`config.mk`:
```
export PLATFORM = sky130hd
export DESIGN_NAME = i2c_dac_slave
export DESIGN_NICKNAME = d
export VERILOG_FILES = /design/src/rtl/i2c_dac_slave.sv
export SDC_FILE = /design/constraint.sdc
export NUM_CORES = 1
export LEC_CHECK = 0
export ABC_AREA = 1
export BUFFER_PORTS_ARGS = -buffer_cell sky130_fd_sc_hd__buf_2
export CAP_MARGIN = 20
export CORE_AREA = 2 2 114 116
export DETAILED_ROUTE_END_ITERATION = 12
export DIE_AREA = 0 0 116 118
export PLACE_DENSITY = 0.51
export SETUP_SLACK_MARGIN = 0.2
export SYNTH_ARGS = -nofsm -noshare
export SYNTH_HDL_FRONTEND = slang
export SYNTH_SLANG_ARGS = --single-unit
```
`constraint.sdc`:
```
create_clock -name clk -period 2.45 [get_ports clk]
set_input_delay 0.3675 -clock clk [delete_from_list [all_inputs] [get_ports clk]]
set_output_delay 0.3675 -clock clk [all_outputs]
set_load 0.03 [all_outputs]
```
`src/rtl/i2c_dac_slave.sv`:
```
module i2c_dac_slave #(
  parameter int          FILT    = 3,
  parameter logic [4:0]  ADDR_HI = 5'b10101
) (
  input  logic        clk,
  input  logic        rst_n,
  input  logic        scl_i,
  input  logic        sda_i,
  input  logic [1:0]  addr_pin,
  input  logic [15:0] rd_data,
  output logic        sda_oe,
  output logic        frame_valid,
  output logic [23:0] frame_word
);
  localparam int CW = $clog2(FILT + 1);

  typedef enum logic [2:0] {ST_IDLE, ST_RX, ST_ACK, ST_TX, ST_MACK} st_t;

  logic [1:0]    s1, s2, filt, filt_q;
  logic [CW-1:0] fc [2];
  st_t           st;
  logic          is_addr, rw, nack, rcnt, pend;
  logic [3:0]    bitcnt;
  logic [7:0]    sh, lsb_q;
  logic [1:0]    wcnt;
  logic [23:0]   acc;
  logic [1:0]    lo;
  logic [6:0]    my_addr;
  logic          scl_rise, scl_fall, start_e, stop_e, idle;

  assign lo       = addr_pin[1] ? 2'b10 : (addr_pin[0] ? 2'b00 : 2'b11);
  assign my_addr  = {ADDR_HI, lo};
  assign scl_rise = filt[0] & ~filt_q[0];
  assign scl_fall = ~filt[0] & filt_q[0];
  assign start_e  = filt[0] & filt_q[0] & filt_q[1] & ~filt[1];
  assign stop_e   = filt[0] & filt_q[0] & ~filt_q[1] & filt[1];
  assign idle     = (st == ST_IDLE);

  always_ff @(posedge clk or negedge rst_n) begin
    if (!rst_n) begin
      s1 <= 2'b11; s2 <= 2'b11; filt <= 2'b11; filt_q <= 2'b11;
      for (int i = 0; i < 2; i++) fc[i] <= '0;
    end else begin
      s1 <= {sda_i, scl_i};
      s2 <= s1;
      filt_q <= filt;
      for (int i = 0; i < 2; i++) begin
        if (s2[i] != filt[i]) begin
          if (fc[i] == CW'(FILT - 1)) begin
            filt[i] <= s2[i];
            fc[i]   <= '0;
          end else begin
            fc[i] <= fc[i] + 1'b1;
          end
        end else begin
          fc[i] <= '0;
        end
      end
    end
  end

  always_ff @(posedge clk or negedge rst_n) begin
    if (!rst_n) begin
      st <= ST_IDLE; is_addr <= 1'b0; rw <= 1'b0; nack <= 1'b0; rcnt <= 1'b0;
      pend <= 1'b0; bitcnt <= '0; sh <= '0; lsb_q <= '0; wcnt <= '0; acc <= '0;
      sda_oe <= 1'b0; frame_valid <= 1'b0; frame_word <= '0;
    end else begin
      frame_valid <= 1'b0;
      if (start_e) begin
        st <= ST_RX; is_addr <= 1'b1; bitcnt <= '0; sda_oe <= 1'b0;
        wcnt <= '0; pend <= 1'b0;
      end else if (stop_e) begin
        st <= ST_IDLE; sda_oe <= 1'b0; pend <= 1'b0;
      end else begin
        case (st)
          ST_RX: begin
            if (scl_rise && bitcnt < 4'd8) begin
              sh     <= {sh[6:0], filt[1]};
              bitcnt <= bitcnt + 1'b1;
            end else if (scl_fall && bitcnt == 4'd8) begin
              if (is_addr) begin
                if (sh[7:1] == my_addr) begin
                  rw <= sh[0]; sda_oe <= 1'b1; st <= ST_ACK;
                end else begin
                  st <= ST_IDLE;
                end
              end else begin
                sda_oe <= 1'b1;
                st     <= ST_ACK;
                if (wcnt != 2'd3) begin
                  acc  <= {acc[15:0], sh};
                  wcnt <= wcnt + 1'b1;
                  pend <= (wcnt == 2'd2);
                end
              end
            end
          end
          ST_ACK: begin
            if (scl_fall) begin
              bitcnt <= '0;
              if (is_addr && rw) begin
                st     <= ST_TX;
                sh     <= rd_data[15:8];
                lsb_q  <= rd_data[7:0];
                sda_oe <= ~rd_data[15];
                rcnt   <= 1'b0;
              end else begin
                st     <= ST_RX;
                sda_oe <= 1'b0;
              end
              is_addr <= 1'b0;
              if (pend) begin
                frame_valid <= 1'b1;
                frame_word  <= acc;
                pend        <= 1'b0;
              end
            end
          end
          ST_TX: begin
            if (scl_fall) begin
              bitcnt <= bitcnt + 1'b1;
              if (bitcnt == 4'd7) begin
                sda_oe <= 1'b0;
                st     <= ST_MACK;
              end else begin
                sda_oe <= ~sh[6];
                sh     <= {sh[6:0], 1'b1};
              end
            end
          end
          ST_MACK: begin
            if (scl_rise) nack <= filt[1];
            if (scl_fall) begin
              if (nack) begin
                st <= ST_IDLE;
              end else begin
                st     <= ST_TX;
                bitcnt <= '0;
                sh     <= rcnt ? 8'hFF : lsb_q;
                sda_oe <= rcnt ? 1'b0 : ~lsb_q[7];
                rcnt   <= 1'b1;
              end
            end
          end
          default: ;
        endcase
      end
    end
  end
endmodule

```
==> impl_metrics.csv <==
group,metric,value,unit
timing,timing.fmax,535,MHz
setup_path,rr_startpoint,"bitcnt[0]",
floorplan,io_pins,48,
cells_and_area,final_common_cell,"nand2_1",
grt,grt_pass1_wl,15500,um
logic_synthesis,ys.flop_type,"dfrtp_1",
power_and_ir_drop,swShare,36.4,%
power_and_ir_drop,powerDensity,995,nW/um2
drt,viasPerCell,4.52,
clock_network,clk_path_buf_depth,2,
floorplan,die_height,118,um
logic_synthesis,synth_edf_count,0,
floorplan,die_w,116,um
grt,antenna_found_initial,0,
floorplan,initial_core_util,33.7,%
setup_path,reg2reg_depth,7,
setup_path,crit_start,"bitcnt[0]",
timing,drv_slew,0,
grt,grt_use_total,14.3,%
clock_network,holdBufCountCts,0,
timing,rsz0062_at_grt,"false",
drt,vias,3247,
job,drv_cap,0,
logic_synthesis,synth-async-reset-ratio,100,%
clock_network,htreeDepth,3,
power_and_ir_drop,p_total,4.94,mW
clock_network,cts_tree,"yes",
timing,period_needed,1.87,ns
cells_and_area,drive_gt1_share,20.1,%
power_and_ir_drop,internal-power,3.14,mW
clock_network,ctsRootBufferMaster,"clkbuf_16",
power_and_ir_drop,comb_power_share,31.1,%
clock_network,cts_resized,0,
logic_synthesis,yosysSeqAreaShare,55.2,%
cells_and_area,nets,567,
timing,worst_slew_pin_slew,0.558,ns
grt,grt_pass1_vias,3090,
clock_network,clock-sinks,92,
power_and_ir_drop,switchingPower,1.80,mW
logic_synthesis,synth.avg_cell_area,8.58,um2
setup_path,path_max_fanout,29,
place,dp_hpwl,6620,um
timing,whs,0.0158,ns
outcome,status,"completed",
place,port_buffers,47,
cells_and_area,num_antenna_cells,0,
place,dp_slack,0.586,ns
timing,skew,0.0127,ns
cells_and_area,mostFrequentLayoutCells,"nand2_1, dfrtp_1, o21ai_0, buf_2, inv_1",
timing,final-hold-violation-count,0,
setup_path,required,2.69,ns
grt,grt_max_degree,46,
clock_network,path_clk_slew,0.07,ns
timing,fin_crit_sh,76.3,%
place,dpl_cell_area,4640,um2
logic_synthesis,syn_nets,514,
grt,gr-max-usage-layer,"met1",
cells_and_area,final_cells,718,
drt,wl,9100,um
place,dp_cells,702,
grt,grt_use_met3,3.76,%
floorplan,rows,41,
logic_synthesis,ys_types,31,
timing,slew_headroom,62.8,%
logic_synthesis,yosys_warnings,0,
timing,finalSetupViolCount,0,
setup_path,worstSetupPathType,"reg -> reg",
drt,drcViolationCount,0,
grt,use_met2,19.8,%
clock_network,cts_setup_buffers,0,
drt,first_pass_iters,5,
grt,grt.met1_usage,21.7,%
clock_network,insertion_delay,0.35,ns
timing,tns,0,ns
drt,drtIter0Drc,260,
logic_synthesis,synthCells,488,
setup_path,cp-endpoint,"acc[7]",
setup_path,reg2reg_slack,0.58,ns
logic_synthesis,syn-cell-area,4190,um2
timing,setup_ws,0.580,ns
floorplan,die-area,13700,um2
setup_path,endpoint_kind,"register",
cells_and_area,final_util,40.0,%
logic_synthesis,synth-seq-cells,92,
setup_path,start_kind,"register",
floorplan,design.core.area,12400,um2
cells_and_area,fin_area,4960,um2
cells_and_area,areaGrowthSynthToFinish,18.5,%
drt,wl_per_cell,12.7,um
place,place_congestion,0.865,
drt,ant_nets,0,
power_and_ir_drop,p_leak,2.46,nW
power_and_ir_drop,clkPwrFrac,30.5,%
setup_path,worstPathArrival,2.11,ns
clock_network,numCtsBuffers,9,
hold_path,hold_class,"in -> async",
power_and_ir_drop,power.share.sequential,38.5,%
setup_path,r2r-end,"acc[7]",
grt,overflow,0,
power_and_ir_drop,vdd_ir_drop_max,0.000469,V
==> synthesized netlist by cell type (4+ instances only) <==
cell,number,area [um2]
nand2_1,156,586
dfrtp_1,84,2100
o21ai_0,46,230
inv_1,45,169
nor2_1,28,105
nand3_1,23,115
o21ai_1,13,65.1
nand4_1,10,62.6
clkbuf_1,9,33.8
dfstp_2,8,210
inv_2,8,30.0
o21ai_2,7,61.3
nor3_1,6,30.0
o211a_1,6,60.1
a21oi_1,5,25.0
ha_1,4,50.1
nand2_2,4,25.0
nand3_2,4,40.0
==> final cells by class <==
| type | count | area (um2) |
|---|---|---|
| Fill cell | 1323 | 7450 |
| Sequential cell | 92 | 2310 |
| Multi-Input combinational cell | 328 | 1600 |
| Timing Repair Buffer | 56 | 305 |
| Clock buffer | 10 | 229 |
| Tap cell | 172 | 215 |
| Inverter | 54 | 203 |
| Clock inverter | 6 | 95.1 |
==> worst max-delay path, stage by stage (launching register included) <==
cell	delay [ns]
dfrtp_1	0.42
inv_1	0.08
ha_1	0.17
nand3_1	0.08
nor2_1	0.30
nand3_2	0.15
buf_4	0.25
mux2_4	0.31
==> flip-flops by register name, summed over array words and instances (netlist names), 2 cells and up <==
register / count
fc: 4
filt: 2
bitcnt: 4
wcnt: 2
s1: 2
frame_word: 24
s2: 2
lsb_q: 8
sh: 8
st: 3
filt_q: 2
acc: 24
==> worst min-delay path by stage <==
stage | from | endpoint | cells after the start
CTS | rst_n | frame_word[13] | 1
finish | rst_n | frame_word[7] | 1
global route | rst_n | frame_word[15] | 1
global placement | s1[1] | s2[1] | 0
detailed placement | s1[1] | s2[1] | 0
floorplan | rst_n | acc[0] | 0
==> kinds of logic after synthesis <==
group,share of synthesized area [%]
muxes,0.359
DFF,55.2
adders and majority gates,1.20
buffers and inverters,6.52
and+or+nand+nor,24.6
AOI/OAI and AO/OA,11.2
xor gates and xnor gates,0.837
==> power by group through the flow <==
stage | logic (mW) | clock network (mW) | registers (mW)
floorplan | 1.20 | 0 | 1.89
detailed placement | 1.53 | 0 | 1.92
CTS | 1.54 | 1.56 | 1.90
global placement | 1.54 | 0 | 1.92
finish | 1.53 | 1.50 | 1.90
global route | 1.74 | 1.61 | 1.93
==> layer usage <==
layer  vias to the layer above  share of wire (%)
li1                       1682                  -
met4                         0                1.4
met1                      1467                 51
met3                        11                5.1
met2                        87                 42
met5                         -                  0
Note: power is estimated with default switching activity, not from simulation.
